## src/rtl/iq_pkg.sv

```systemverilog
package iq_pkg;

    localparam int ADC_W  = 8;
    localparam int REF_W  = 8;
    localparam int OUT_W  = 8;
    localparam int PROD_W = ADC_W + REF_W + 1;
    localparam int SUM_W  = PROD_W + 1;
    localparam int SHIFT  = REF_W;

    typedef logic signed [ADC_W-1:0]  adc_t;
    typedef logic signed [REF_W-1:0]  ref_t;
    typedef logic signed [PROD_W-1:0] prod_t;
    typedef logic signed [SUM_W-1:0]  sum_t;
    typedef logic signed [OUT_W-1:0]  out_t;

    typedef struct packed {
        logic valid;
        logic odd;
        adc_t x;
        ref_t sin_v;
        ref_t cos_v;
    } mix_in_t;

    typedef struct packed {
        logic  valid;
        logic  odd;
        prod_t re;
        prod_t im;
    } prod_pair_t;

    typedef struct packed {
        out_t re;
        out_t im;
    } iq_word_t;

    // Reference level for table entry k of depth entries, rounded half away from zero.
    function automatic int ref_level(int k, int depth);
        real ang;
        real r;
        ang = 2.0 * 3.14159265358979 * real'(k) / real'(depth);
        r   = real'((1 << (REF_W - 1)) - 1) * $sin(ang);
        if (r >= 0.0)
            return $rtoi(r + 0.5);
        else
            return -$rtoi(-r + 0.5);
    endfunction

    // Round (half up) the pair sum down by SHIFT bits and clip to OUT_W bits.
    function automatic out_t round_sat(sum_t s);
        logic signed [SUM_W:0] r;
        logic signed [SUM_W:0] omax;
        logic signed [SUM_W:0] rnd;
        omax = (SUM_W+1)'((1 << (OUT_W - 1)) - 1);
        rnd  = (SUM_W+1)'(1 << (SHIFT - 1));
        r    = $signed({s[SUM_W-1], s}) + rnd;
        r    = r >>> SHIFT;
        if (r > omax)
            r = omax;
        else if (r < ~omax)
            r = ~omax;
        return r[OUT_W-1:0];
    endfunction

endpackage

```

## src/rtl/iq_nco.sv

```systemverilog
module iq_nco #(
    parameter int PHASE_W   = 6,
    parameter int PHASE_INC = 3,
    parameter int NBINS     = 8
) (
    input  logic               clk,
    input  logic               rst,
    input  logic               in_valid,
    input  logic               in_start,
    output logic               take,
    output logic               odd,
    output logic [PHASE_W-1:0] phase
);
    localparam int CNT_W = $clog2(2 * NBINS + 1);
    localparam logic [CNT_W-1:0]   LEN  = CNT_W'(2 * NBINS);
    localparam logic [PHASE_W-1:0] STEP = PHASE_W'(PHASE_INC);

    logic               armed_q;
    logic [CNT_W-1:0]   cnt_q;
    logic [PHASE_W-1:0] acc_q;
    logic [CNT_W-1:0]   idx;

    assign take  = in_valid && (in_start || (armed_q && (cnt_q < LEN)));
    assign idx   = in_start ? '0 : cnt_q;
    assign phase = in_start ? '0 : acc_q;
    assign odd   = idx[0];

    always_ff @(posedge clk) begin
        if (rst) begin
            armed_q <= 1'b0;
            cnt_q   <= '0;
            acc_q   <= '0;
        end else if (take) begin
            armed_q <= 1'b1;
            cnt_q   <= idx + CNT_W'(1);
            acc_q   <= phase + STEP;
        end
    end
endmodule

```

## src/rtl/iq_sincos.sv

```systemverilog
module iq_sincos
    import iq_pkg::*;
#(
    parameter int PHASE_W = 6
) (
    input  logic [PHASE_W-1:0] phase,
    output ref_t               sin_v,
    output ref_t               cos_v
);
    localparam int DEPTH = 1 << PHASE_W;
    localparam logic [PHASE_W-1:0] QTR = PHASE_W'(DEPTH / 4);

    ref_t sin_tab [DEPTH];

    for (genvar k = 0; k < DEPTH; k++) begin : g_tab
        localparam int LV = ref_level(k, DEPTH);
        assign sin_tab[k] = ref_t'(LV);
    end

    logic [PHASE_W-1:0] cos_idx;
    assign cos_idx = phase + QTR;
    assign sin_v   = sin_tab[phase];
    assign cos_v   = sin_tab[cos_idx];
endmodule

```

## src/rtl/iq_mixer.sv

```systemverilog
module iq_mixer
    import iq_pkg::*;
(
    input  logic       clk,
    input  logic       rst,
    input  mix_in_t    d,
    output prod_pair_t q
);
    prod_t xs;
    prod_t xc;
    prod_t re_c;
    prod_t im_c;

    always_comb begin
        xs   = prod_t'(d.x) * prod_t'(d.sin_v);
        xc   = prod_t'(d.x) * prod_t'(d.cos_v);
        re_c = -(xs <<< 1);
        im_c = xc <<< 1;
    end

    always_ff @(posedge clk) begin
        if (rst) begin
            q <= '0;
        end else begin
            q.valid <= d.valid;
            q.odd   <= d.odd;
            q.re    <= re_c;
            q.im    <= im_c;
        end
    end
endmodule

```

## src/rtl/iq_pairavg.sv

```systemverilog
module iq_pairavg
    import iq_pkg::*;
(
    input  logic       clk,
    input  logic       rst,
    input  prod_pair_t d,
    output logic       out_valid,
    output iq_word_t   out_word
);
    prod_t hold_re;
    prod_t hold_im;
    sum_t  sum_re;
    sum_t  sum_im;

    always_comb begin
        sum_re = sum_t'(hold_re) + sum_t'(d.re);
        sum_im = sum_t'(hold_im) + sum_t'(d.im);
    end

    always_ff @(posedge clk) begin
        if (rst) begin
            hold_re   <= '0;
            hold_im   <= '0;
            out_valid <= 1'b0;
            out_word  <= '0;
        end else begin
            out_valid <= 1'b0;
            if (d.valid) begin
                if (!d.odd) begin
                    hold_re <= d.re;
                    hold_im <= d.im;
                end else begin
                    out_valid   <= 1'b1;
                    out_word.re <= round_sat(sum_re);
                    out_word.im <= round_sat(sum_im);
                end
            end
        end
    end
endmodule

```

## src/rtl/iq_downconv.sv

```systemverilog
module iq_downconv
    import iq_pkg::*;
#(
    parameter int PHASE_W   = 6,
    parameter int PHASE_INC = 3,
    parameter int NBINS     = 8
) (
    input  logic                   clk,
    input  logic                   rst,
    input  logic                   in_valid,
    input  logic                   in_start,
    input  logic signed [ADC_W-1:0] in_sample,
    output logic                   out_valid,
    output logic [2*OUT_W-1:0]     out_data
);
    logic               take;
    logic               odd;
    logic [PHASE_W-1:0] phase;
    ref_t               sin_v;
    ref_t               cos_v;
    mix_in_t            s1_d;
    mix_in_t            s1_q;
    prod_pair_t         s2_q;
    iq_word_t           word;

    iq_nco #(
        .PHASE_W  (PHASE_W),
        .PHASE_INC(PHASE_INC),
        .NBINS    (NBINS)
    ) u_nco (
        .clk     (clk),
        .rst     (rst),
        .in_valid(in_valid),
        .in_start(in_start),
        .take    (take),
        .odd     (odd),
        .phase   (phase)
    );

    iq_sincos #(.PHASE_W(PHASE_W)) u_lut (
        .phase(phase),
        .sin_v(sin_v),
        .cos_v(cos_v)
    );

    always_comb begin
        s1_d.valid = take;
        s1_d.odd   = odd;
        s1_d.x     = in_sample;
        s1_d.sin_v = sin_v;
        s1_d.cos_v = cos_v;
    end

    always_ff @(posedge clk) begin
        if (rst) s1_q <= '0;
        else     s1_q <= s1_d;
    end

    iq_mixer u_mix (
        .clk(clk),
        .rst(rst),
        .d  (s1_q),
        .q  (s2_q)
    );

    iq_pairavg u_avg (
        .clk      (clk),
        .rst      (rst),
        .d        (s2_q),
        .out_valid(out_valid),
        .out_word (word)
    );

    assign out_data = word;
endmodule

```

## config.mk

```make
export PLATFORM = sky130hd
export DESIGN_NAME = iq_downconv
export DESIGN_NICKNAME = d
export VERILOG_FILES = /design/src/rtl/iq_pkg.sv /design/src/rtl/iq_nco.sv /design/src/rtl/iq_sincos.sv /design/src/rtl/iq_mixer.sv /design/src/rtl/iq_pairavg.sv /design/src/rtl/iq_downconv.sv
export SDC_FILE = /design/constraint.sdc
export NUM_CORES = 1
export LEC_CHECK = 0
export BUFFER_PORTS_ARGS = -buffer_cell sky130_fd_sc_hd__buf_2
export CORE_MARGIN = 2
export CORE_UTILIZATION = 45
export CTS_CLUSTER_DIAMETER = 100
export DETAILED_ROUTE_END_ITERATION = 12
export SYNTH_ARGS = -nofsm -noshare
export SYNTH_HDL_FRONTEND = slang
export SYNTH_SLANG_ARGS = --single-unit
```

## constraint.sdc

```tcl
create_clock -name clk -period 4.9 [get_ports clk]
set_input_delay 0.49 -clock clk [delete_from_list [all_inputs] [get_ports clk]]
set_output_delay 0.49 -clock clk [all_outputs]
set_load 0.005 [all_outputs]
```

# Word level (Yosys, flattened, before mapping)

Memory sizes are Yosys's and may differ from the RTL's. A register that Yosys moved wholly into a read port is not among the register bits.
Index checks and enable logic that the tools add are counted.
Widths: inputs -> output; s select.

Memories: 2
Bits in read-only memories: 1,024
Register bits after elaboration: 109
Logic and storage cells: 50
Output and inout bits: 17
Input bits: 12

Memory list:

| memory          | words | width | read ports | clocked after Yosys merged registers in | wr ports | line            | RTL |
|---|---|---|---|---|---|---|---|
| (no name shown) | 64    | 8     | 1          | 1                                       | 0        | iq_sincos.sv:22 | `assign sin_v = sin_tab[phase];` |
| (no name shown) | 64    | 8     | 1          | 1                                       | 0        | iq_sincos.sv:23 | `assign cos_v = sin_tab[cos_idx];` |

Magnitude comparators: 5
Mux-type cells: 7
$add $sub $neg: 8
Reductions and logical operators: 6
Bitwise operators: 4
Multiply operators: 2

Operators with widths:

| cell                  | number |
|---|---|
| $add 18x9->19 const B | 2 |
| $add 17x17->18        | 2 |
| $mul 8x8->16          | 2 |
| $mux 8                | 4 |
| $gt 11x8->1 const B   | 2 |
| $lt 11x8->1 const B   | 2 |
| $neg 17->17           | 1 |
| $not 6->7             | 2 |
| $add 6x2->6 const B   | 1 |
| $add 6x5->6 const B   | 1 |
| $mux 6                | 1 |
| $add 5x1->5 const B   | 1 |
| $lt 5x5->1 const B    | 1 |
| $mux 5                | 1 |
| $reduce_and 2->1      | 2 |
| $logic_and 1x1->1     | 2 |
| $not 1->1             | 2 |
| $reduce_or 2->1       | 1 |
| $logic_or 1x1->1      | 1 |
| $mux 1                | 1 |

# Depth between registers and ports, before layout

Gate-level depths: netlist of run 1.

Depth in word-level cells: 5
Mapped depth: 20
Mapped depth without buffers: 19

# Hierarchy

Synthesis of run 1 repeated with hierarchy kept, for this count alone.

Cells, all modules: 1,385
Area, all modules: 12,141.6 um2

By module, submodules not included:

| module      | area an instance (um2) | cells each | seq. area each (um2) | times used |
|---|---|---|---|---|
| iq_mixer    | 6,228.5                | 680        | 680.7                | 1 |
| iq_pairavg  | 3,584.7                | 435        | 1,021.0              | 1 |
| iq_sincos   | 1,003.5                | 140        | 0.0                  | 1 |
| iq_downconv | 700.7                  | 54         | 520.5                | 1 |
| iq_nco      | 624.3                  | 76         | 240.2                | 1 |

# Least setup slack after synthesis of run 1

No wires, ideal clock.

Kind: register to register
From: register s1_q[18] in the netlist's numbering
To: register u_mix.q[32] in the netlist's numbering
Data required time: 4,772 ps
Slack: 48 ps
Stages on the path, launching flop included: 18
Period minus slack after synthesis: 4,852 ps
Setup time: 128 ps
Path buffers: 1
Arrival: 4,724 ps
Path through: dfxtp_1 > clkbuf_1 > and2_1 > fa_1 > fa_1 > fa_1 > inv_1 > fa_1 > inv_1 > ha_1 > a21oi_1 > o221ai_1 > xor2_1 > nor4_4 > nand3b_1 > or3_1 > xnor2_1 > nor2_1

Word-level cells in the longest chain between the ends: 2

Ends and longest elaborated chain:

| what                   | line              | RTL |
|---|---|---|
| start, declared        | iq_downconv.sv:22 | `mix_in_t s1_q;` |
| start signal, assigned | iq_downconv.sv:55 | `if (rst) s1_q <= '0;` |
| start signal, assigned | iq_downconv.sv:56 | `else s1_q <= s1_d;` |
| $mul 8x8->16           | iq_mixer.sv:15    | `xs = prod_t'(d.x) * prod_t'(d.sin_v);` |
| $neg 17->17            | iq_mixer.sv:17    | `re_c = -(xs <<< 1);` |
| end, declared          | iq_mixer.sv:7     | `output prod_pair_t q` |

Every way passes these cells.
A chain may end at the register's enable or synchronous reset.

# Worst setup path in the final report of run 1

From: register s1_q[20] in the netlist's numbering
To: register u_mix.q[32] in the netlist's numbering

Same word-level chain as after synthesis.

==> results of run 1 <==
==> area by class of cell <==
cell class / instances / area [µm²]
inverter: 175 / 657
multi-input combinational: 1017 / 8450
fill: 2429 / 12100
timing repair buffer: 75 / 514
sequential: 121 / 2450
clock inverter: 15 / 158
clock buffer: 17 / 425
tap: 330 / 413
==> per-layer routing <==
metal / GRT usage [%] / wire length (µm) / up-vias / part of all wire (%)
met5: 0 / 0 / - / 0
met4: 5.74 / 471 / 0 / 1.8
met3: 2.55 / 710 / 33 / 2.7
met2: 35.8 / 12600 / 123 / 49
met1: 26.1 / 12100 / 4367 / 47
li1: - / - / 4550 / -
==> cell usage in the layout (no fill, tap or decap), drive strengths merged, types with 8 or more instances in the layout <==
| cell type | netlist | layout |
|---|---|---|
| a21oi | 101 | 101 |
| buf | 5 | 75 |
| xnor2 | 38 | 38 |
| inv | 173 | 181 |
| nor3 | 19 | 19 |
| a31oi | 12 | 12 |
| nor2 | 100 | 100 |
| a311oi | 9 | 9 |
| ha | 131 | 131 |
| a211oi | 15 | 15 |
| fa | 110 | 110 |
| o21ai | 48 | 48 |
| and3 | 11 | 11 |
| clkbuf | 46 | 17 |
| and2 | 88 | 88 |
| or2 | 8 | 8 |
| nand2 | 160 | 160 |
| dfxtp | 121 | 121 |
| nand2b | 19 | 19 |
| xor2 | 22 | 22 |
| nand3 | 12 | 12 |
| nor2b | 28 | 28 |
==> path summary, 6_finish.rpt <==
path | start | endpoint | slack (ns) | depth (start not counted)
max | s1_q[20]$_SDFF_PP0_ | u_mix.q[32]$_SDFF_PP0_ | 0.09 | 19
min | in_sample[2] | s1_q[18]$_SDFF_PP0_ | 0.29 | 2
max reg2reg | s1_q[20]$_SDFF_PP0_ | u_mix.q[32]$_SDFF_PP0_ | 0.09 | 19
min reg2reg | s1_q[25]$_SDFF_PP0_ | u_mix.q[35]$_SDFF_PP0_ | 0.43 | 1
==> report_power, final <==
group	switching, µW	internal, µW
Combinational	627	514
Clock	526	716
Sequential	87.8	1070
==> cell families after synthesis <==
logic type	synth area share (%)
adder cells (fa/ha/maj)	33.4
AO/OA/AOI/OAI	13.7
multiplexers	0.369
XOR/XNOR	4.56
buffers and inverters	7.40
AND/OR/NAND/NOR	19.6
flip-flops	21.0
==> registers in the layout (all words and copies together) (netlist names) <==
register         cells
u_nco.acc_q          6
u_avg.out_word      16
u_avg.hold_re       16
u_mix.q             34
u_avg.out_valid      1
u_nco.cnt_q          5
u_nco.armed_q        1
s1_q                26
u_avg.hold_im       16
==> synth_stat cells (2+ instances only) <==
| cell type | instances |
|---|---|
| a21oi_1 | 100 |
| nor3_1 | 19 |
| clkinv_1 | 2 |
| or4_1 | 2 |
| o21bai_1 | 5 |
| and2_1 | 88 |
| mux2_2 | 2 |
| o2111ai_1 | 3 |
| a311o_1 | 2 |
| o22ai_1 | 4 |
| ha_1 | 131 |
| clkbuf_1 | 46 |
| nand3_1 | 12 |
| nand2_1 | 160 |
| a311oi_1 | 8 |
| inv_1 | 173 |
| a31oi_1 | 11 |
| fa_1 | 110 |
| nor2_1 | 100 |
| o211ai_1 | 4 |
| a32oi_1 | 4 |
| buf_1 | 2 |
| xor2_1 | 22 |
| o21ai_0 | 47 |
| nand3b_1 | 3 |
| mux2i_1 | 2 |
| o21a_1 | 7 |
| a211oi_1 | 15 |
| nor3b_1 | 2 |
| or3_1 | 2 |
| or2_2 | 7 |
| nand2b_1 | 19 |
| o221ai_1 | 4 |
| nand4_1 | 2 |
| a221oi_1 | 2 |
| and3_1 | 10 |
| nor2b_1 | 28 |
| a21o_1 | 7 |
| dfxtp_1 | 121 |
| a22oi_1 | 6 |
| xnor2_1 | 38 |
| buf_2 | 3 |
==> metrics by stage <==
stage	area, µm²	setup TNS, ns	setup slack, ns
2_1_floorplan	11500	0	0.0484
4_1_cts	12800	0	0.0218
3_5_place_dp	12200	0	0.0444
6_report	13100	0	0.0877
5_1_grt	13100	-0.253	-0.156
3_3_place_gp	12200	0	0.136
==> worst max-delay path: stages, from the launching register on <==
cell,delay (ns)
dfxtp_4,0.36
and2_4,0.16
fa_1,0.55
inv_2,0.04
fa_1,0.52
inv_2,0.04
fa_1,0.53
inv_1,0.05
fa_1,0.49
inv_2,0.05
ha_4,0.27
buf_6,0.10
o21ai_4,0.05
or2_4,0.22
a21o_1,0.19
nor4_4,0.24
nand3b_1,0.20
or3_1,0.41
xnor2_1,0.16
nor2_1,0.05
==> what timing repair did <==
item,CTS,global route
hold buffers,0,0
buffers inserted,0,7
gates resized for setup,0,68
setup endpoints to repair,0,7
==> results.yml, run 1 <==
worst_setup_path:
  cp.required_ns: 5.19
  crit_type: "reg -> reg"
  crit_path_start_kind: "flop"
  worstSetupEndpointType: "flop"
  path_max_fanout: 5
  cp.arrival_ns: 5.11
flow_run:
  drv_cap: 0
detailed_routing:
  avgViaCountPerCell: 5.18
  first_iter_violations: 479
  post_drt_wl_per_cell_um: 14.8
  vias: 9073
  routed_wl_um: 25900
  ant_nets: 0
  drc_errors: 0
  first_pass_iters: 5
logic_synthesis:
  synth-seq-cells: 121
  synth_cells: 1364
  synth_top_area_share_pct: 21.0
  seq_area_frac_synth_pct: 21.0
  syn_area_um2: 11500
  synth_top_area_cell: "dfxtp_1"
  synth-edff-count: 0
  syn_nets: 1617
  ys_warn_count: 0
  synth_area_leaders: "dfxtp_1, fa_1, ha_1, inv_1, nand2_1"
  synth_top_flop_cell: "dfxtp_1"
  syn_area_per_cell_um2: 8.44
  yosysUniqueCellTypes: 71
  ys_async_sr_fraction_pct: 0
power_and_ir_drop:
  p_per_area_nw_per_um2: 271
  power.total_uw: 3540
  leakagePower_uw: 0.00606
  peakVddDrop_uv: 232
place:
  dp_hpwl_um: 20200
  place_inst: 1711
  gp_congestion: 0.880
  port_buffers: 28
timing:
  finalSetupViolCount: 0
  worst_pin_slew_ns: 0.967
  drv_slew: 0
  period_needed_ns: 4.81
  finalHoldViolCount: 0
  whs_ns: 0.292
  max_freq_ghz: 0.208
  grt_setup_unrepaired: "yes"
  slew-limit-headroom_pct: 35.1
  finClkSkew_ns: 0.0120
  period_share_pct: 98.2
grt:
  antenna_found_initial: 1
  grt_pass1_vias: 9075
  grt_remaining_overflow: 0
  grt_max_degree: 60
  grt_pass1_wl_um: 43500
  grt_util_all_layers_pct: 20.3
outcome:
  status: "finished clean"
clock_tree:
  htreeDepth: 4
  cts_tree: "yes"
  clk_pin_slew_ns: 0.07
  cts.sinks: 121
  insertion_delay_ns: 0.42
  clock_path_buffers: 2
  clock-root-buffer: "clkbuf_16"
  cts_made_buffers: 17
finish:
  syn_to_final_growth_pct: 13.5
  drive_gt1_share_pct: 12.5
  utilization_pct: 51.9
  antenna_cells: 0
  final_nets: 1660
  final_cells: 1750
hold_path:
  hold_class: "in -> reg"
die:
  initial_core_util_pct: 45.7
  die-height_um: 164
  die_x_um: 164
  io_pins: 29
  die_area_um2: 26900
  fp-row-count: 58
  core-area_um2: 25200
Power figures use the tool's default switching activity.
==> run 2: changes to the inputs <==
--- a/config.mk
+++ b/config.mk
@@ -5,6 +5,7 @@
 export SDC_FILE = /design/constraint.sdc
 export NUM_CORES = 1
 export LEC_CHECK = 0
+export ABC_AREA = 1
 export BUFFER_PORTS_ARGS = -buffer_cell sky130_fd_sc_hd__buf_2
 export CORE_MARGIN = 2
 export CORE_UTILIZATION = 45
==> run 2 against run 1 <==
- total power increased by 12%
- routed wire length up 9.1%
- maximum frequency grew 4.0%
==> results.yml, run 2 <==
worst_setup_path:
  cpMaxStageDelayCell: "dfxtp_1"
  critPathMaxStageDelay_ns: 0.58
  reg2reg_depth: 20
  crit_chain: "nand2_1 > fa_1 > fa_1 > inv_1 > fa_1 > inv_1 > fa_1 > inv_1 > ha_1 > nand2_1 > nor2_1 > nand2_1 > nand2_1 > a21oi_1 > or2_4 > nand2_4 > inv_1 > nor2_1 > nor2_1 > nor2_1"
  crit_path_start_kind: "flop"
  reg2reg_to: "u_mix.q[32]$_SDFF_PP0_"
  crit_type: "reg -> reg"
  r2r_start: "s1_q[13]$_SDFF_PP0_"
  cp.arrival_ns: 4.98
  r2r_setup_slack_ns: 0.27
  worstSetupEndpointType: "flop"
  path_max_fanout: 8
  cp.required_ns: 5.25
hold_path:
  whs_path_depth: 3
  hp-start: "in_sample[5]"
  hold_class: "in -> reg"
  min_to: "s1_q[21]$_SDFF_PP0_"
detailed_routing:
  drc_errors: 0
  first_pass_iters: 5
  routed_wl_um: 28300
  vias: 10300
  ant_nets: 0
  avgViaCountPerCell: 4.91
  first_iter_violations: 557
  post_drt_wl_per_cell_um: 13.5
timing:
  final.setup.tns_ns: 0
  slew-limit-headroom_pct: 45.1
  finalHoldViolCount: 0
  period_needed_ns: 4.63
  max_freq_ghz: 0.216
  worst_pin_slew_ns: 0.823
  finalSetupViolCount: 0
  drv_slew: 0
  grt_setup_unrepaired: "no"
  finClkSkew_ns: 0.0122
  period_share_pct: 94.4
logic_synthesis:
  synthTopCellsByCount: "nand2_1, inv_1, nor2_1"
  syn_nets: 1995
  synth_area_leaders: "dfxtp_1, fa_1, ha_1, nand2_1, inv_1"
  synth_top_flop_cell: "dfxtp_1"
  synth_cells: 1742
  syn_area_per_cell_um2: 7.14
  synth-edff-count: 0
  synth-seq-cells: 121
  synth_top_area_share_pct: 19.5
  syn_area_um2: 12400
  synth_most_common_cell: "nand2_1"
  seq_area_frac_synth_pct: 19.5
  ys_warn_count: 0
  synth_top_area_cell: "dfxtp_1"
  yosysUniqueCellTypes: 50
  ys_async_sr_fraction_pct: 0
finish:
  drive_gt1_share_pct: 7.94
  antenna_cells: 0
  largestRegisters: "u_mix.q (34), s1_q (26)"
  final_nets: 2003
  syn_to_final_growth_pct: 8.71
  largest_register: "u_mix.q"
  utilization_pct: 50.0
  design_area_um2: 13500
  layout_commonest_cell: "nand2_1"
  largest_reg_flops: 34
  final_cell_mix: "nand2_1, inv_1, nor2_1, ha_1, dfxtp_1"
place:
  dp_hpwl_um: 22300
  gp_congestion: 0.933
  place_area_um2: 12900
  port_buffers: 28
grt:
  grt_remaining_overflow: 0
  grt_max_degree: 48
  grt_pass1_vias: 10400
  grt_util_all_layers_pct: 20.9
  grt_pass1_wl_um: 48800
  antenna_found_initial: 0
power_and_ir_drop:
  seqPwrFrac_pct: 29.7
  pwr-share-comb_pct: 35.9
  p_per_area_nw_per_um2: 293
  peakVddDrop_uv: 188
  swShare_pct: 38.0
  leakagePower_uw: 0.00769
  switchingPower_uw: 1500
  p_int_uw: 2460
  clkPwrFrac_pct: 34.3
clock_tree:
  htreeDepth: 4
  hold_buffers: 0
  cts.sinks: 121
  clock_path_buffers: 2
  insertion_delay_ns: 0.43
  clk_pin_slew_ns: 0.06
  clock-root-buffer: "clkbuf_16"
  post-cts-setup-buffers: 0
  cts_made_buffers: 17
  cts_tree: "yes"
flow_run:
  drv_cap: 0
die:
  fp-row-count: 60
  die-height_um: 170
  core-area_um2: 27000
  die_area_um2: 29000
  io_pins: 29
  initial_core_util_pct: 46.0
  die_x_um: 170
outcome:
  status: "finished clean"
## run 2: cell count changes after synthesis, sizes merged, moves of 9 or more
cell    change
nand2     +239
inv       +208
and2       -86
o21ai      +65
nor2       +64
nand3      +37
nor2b      -28
xnor2      -27
nand2b     -19
a211oi     -15
a21oi      +14
nor3       -13
and3        -9
nand4       +9
## run 2: cells by family (layout without fill, tap and decap cells)
group | count (synthesis) | count (layout) | share of synthesized area, %
and+or+nand+nor | 649 | 649 | 22.4
DFF | 121 | 121 | 19.5
AOI/OAI and AO/OA | 270 | 270 | 11.8
adders and majority gates | 241 | 241 | 30.9
xor gates and xnor gates | 30 | 30 | 2.17
buffers and inverters | 431 | 452 | 13.2
## run 2: area by class of cell
| class | count | area [µm²] |
|---|---|---|
| Fill cell | 2744 | 13500 |
| Sequential cell | 121 | 2420 |
| Inverter | 381 | 1430 |
| Tap cell | 341 | 427 |
| Clock buffer | 20 | 467 |
| Clock inverter | 12 | 163 |
| Timing Repair Buffer | 39 | 223 |
| Multi-Input combinational cell | 1190 | 8380 |
## run 2: through the flow
stage	cells	setup WS (ns)	power, µW	hold slack [ns]
after detailed placement	2072	0.315	2620	0.397
after CTS	2104	0.300	4010	0.284
after global routing	2104	0.000658	4290	0.302
after global placement	2072	0.339	2610	0.400
after floorplan	1742	0.477	2310	0.388
final	2104	0.273	3960	0.300
## run 2: repair_timing
item	in CTS	in global routing
setup endpoints to repair	0	3
resized for setup	0	5
endpoints found under the hold margin	0	0
## run 2: worst max-delay path by stage
stage	from	end	slack [ns]	cells past startpoint
6_report	s1_q[13]$_SDFF_PP0_	u_mix.q[32]$_SDFF_PP0_	0.27	20
5_1_grt	s1_q[10]$_SDFF_PP0_	u_mix.q[33]$_SDFF_PP0_	0.0007	19
4_1_cts	s1_q[15]$_SDFF_PP0_	u_mix.q[33]$_SDFF_PP0_	0.30	20
3_5_place_dp	s1_q[15]$_SDFF_PP0_	u_mix.q[33]$_SDFF_PP0_	0.32	20
3_3_place_gp	s1_q[15]$_SDFF_PP0_	u_mix.q[33]$_SDFF_PP0_	0.34	19
2_1_floorplan	s1_q[19]$_SDFF_PP0_	u_mix.q[33]$_SDFF_PP0_	0.48	20
## run 2: per-layer routing
layer  up-vias  track usage (%)  wire length [µm]
li1       5379                -                 -
met5         -                0                 0
met4         0             4.79               376
met1      4773             26.1             12900
met3        27             2.81               834
met2       149             37.9             14200
## run 2: worst max-delay path, delay by kind of cell, from the launching register on
| kind | cells | cell delay [ns] |
|---|---|---|
| fa+ha+maj | 5 | 2.44 |
| simple gates | 10 | 1.24 |
| flops | 1 | 0.58 |
| buf+inv | 4 | 0.20 |
| compound gates | 1 | 0.09 |
## run 2: power by group through the flow
stage               registers (µW)  clock network (µW)  logic (µW)
global route                  1190                1450        1650
global placement              1200                   0        1420
detailed placement            1200                   0        1420
CTS                           1180                1400        1440
finish                        1180                1360        1420
floorplan                     1150                   0        1160
==> run 3: changes to the inputs <==
--- a/config.mk
+++ b/config.mk
@@ -11,6 +11,8 @@
 export CORE_UTILIZATION = 45
 export CTS_CLUSTER_DIAMETER = 100
 export DETAILED_ROUTE_END_ITERATION = 12
+export PLACE_DENSITY = 0.67
+export SLEW_MARGIN = 20
 export SYNTH_ARGS = -nofsm -noshare
 export SYNTH_HDL_FRONTEND = slang
 export SYNTH_SLANG_ARGS = --single-unit
==> run 3 against run 2 <==
- die area is the same
- utilization down 0.11 points
- via count rose by 1.5%
- critical endpoint is now u_mix.q[33]$_SDFF_PP0_
- largest cell class unchanged
- highest routed layer unchanged
==> results.yml, run 3 (synthesis gave the netlist of run 2 again) <==
timing:
  finalHoldViolCount: 0
  worst_pin_slew_ns: 0.722
  grt_setup_unrepaired: "no"
  max_freq_ghz: 0.220
  whs_ns: 0.293
  period_needed_ns: 4.55
  finClkSkew_ns: 0.0101
  drv_slew: 0
  finalSetupViolCount: 0
  final.setup.tns_ns: 0
  period_share_pct: 92.9
  layout_setup_ws_ns: 0.349
  slew-limit-headroom_pct: 51.9
clock_tree:
  clk_pin_slew_ns: 0.06
  cts_made_buffers: 17
  cts_tree: "yes"
  cts.sinks: 121
  htreeDepth: 4
  insertion_delay_ns: 0.42
  clock-root-buffer: "clkbuf_16"
  clock_path_buffers: 2
die:
  die-height_um: 170
  initial_core_util_pct: 46.0
  core-area_um2: 27000
  die_x_um: 170
  die_area_um2: 29000
  fp-row-count: 60
  io_pins: 29
worst_setup_path:
  path_max_fanout: 11
  crit_path_start_kind: "flop"
  worstSetupEndpointType: "flop"
  critPathMaxStageDelay_ns: 0.60
  cp_top_family: "adder cells"
  crit_type: "reg -> reg"
  cpMaxStageDelayCell: "dfxtp_1"
  cpMostUsedCell: "fa_1"
  crit_chain: "nor2_1 > fa_1 > fa_1 > fa_1 > inv_1 > fa_1 > inv_1 > ha_1 > nand2_1 > inv_1 > a21oi_1 > nand3_1 > nand2_2 > nand4_4 > nor2_4 > nand3_2 > nand2_1 > nand2_1 > nor2_1"
  cp.arrival_ns: 4.91
  crit_buf_inv: 3
  cp.required_ns: 5.26
finish:
  final_cell_mix: "nand2_1, inv_1, nor2_1, ha_1, dfxtp_1"
  largestRegisters: "u_mix.q (34), s1_q (26)"
  layout_commonest_cell: "nand2_1"
  largest_register: "u_mix.q"
  antenna_cells: 0
  syn_to_final_growth_pct: 8.47
  drive_gt1_share_pct: 7.88
  utilization_pct: 49.9
  largest_reg_flops: 34
  final_nets: 2004
detailed_routing:
  ant_nets: 0
  first_iter_violations: 551
  avgViaCountPerCell: 4.98
  routed_wl_um: 27200
  post_drt_wl_per_cell_um: 12.9
  drc_errors: 0
  first_pass_iters: 7
  vias: 10500
grt:
  grt_pass1_wl_um: 47600
  grt_max_degree: 46
  grt_util_all_layers_pct: 20.1
  antenna_found_initial: 0
  grt_pass1_vias: 10400
  grt_remaining_overflow: 0
place:
  dp_hpwl_um: 21500
  place_worst_setup_slack_ns: 0.258
  port_buffers: 28
  gp_congestion: 0.919
power_and_ir_drop:
  leakagePower_uw: 0.00768
  peakVddDrop_uv: 241
  power.total_uw: 3890
  p_per_area_nw_per_um2: 288
hold_path:
  hold_class: "in -> reg"
flow_run:
  drv_cap: 0
outcome:
  status: "finished clean"
-- run 3: changes by cell type in the layout (fill, tap and decap cells not counted), moves of 2 or more --
| cell | delta |
|---|---|
| clkinv_4 | +2 |
| clkbuf_8 | -3 |
| dfxtp_1 | +2 |
| dfxtp_2 | -2 |
-- run 3: tightest hold or removal path: cells and delay by family --
kind          cells  cell delay, ns
buf+inv           2            0.11
simple gates      1            0.07
-- run 3: metrics by stage --
stage / cells / area (µm²)
6_report: 2105 / 13500
5_1_grt: 2105 / 13500
4_1_cts: 2104 / 13500
3_5_place_dp: 2072 / 12900
3_3_place_gp: 2072 / 12900
2_1_floorplan: 1742 / 12400
-- run 3: power by group --
part / switching [µW] / internal [µW] / total (µW)
sequential: 85.3 / 1090 / 1170
clock: 509 / 761 / 1270
combinational: 917 / 528 / 1440
-- run 3: area by class of cell --
| class | instances | area (µm²) |
|---|---|---|
| clock buffers | 17 | 425 |
| well taps | 341 | 427 |
| fillers | 2654 | 13500 |
| inverters | 381 | 1430 |
| clock inverters | 15 | 168 |
| repair buffers | 40 | 230 |
| flip-flops and latches | 121 | 2420 |
| multi-input cells | 1190 | 8380 |
-- run 3: what timing repair did --
item,CTS,global route
resized for setup,0,3
setup buffers,0,1
hold buffers,0,0
setup endpoints to repair,0,3
-- run 3: worst paths after layout --
path / from / to / slack (ns) / depth (start not counted)
worst min-delay path: in_sample[5] / s1_q[21]$_SDFF_PP0_ / 0.29 / 3
worst max-delay path: s1_q[19]$_SDFF_PP0_ / u_mix.q[33]$_SDFF_PP0_ / 0.35 / 19
worst max register to register: s1_q[19]$_SDFF_PP0_ / u_mix.q[33]$_SDFF_PP0_ / 0.35 / 19
worst min register to register: s1_q[25]$_SDFF_PP0_ / u_mix.q[35]$_SDFF_PP0_ / 0.40 / 2
-- run 3: per-layer routing --
layer | routed length, µm | GRT usage [%]
met1 | 12700 | 25.6
met2 | 13300 | 35.8
met3 | 825 | 2.84
met4 | 403 | 5.17
met5 | 0 | 0
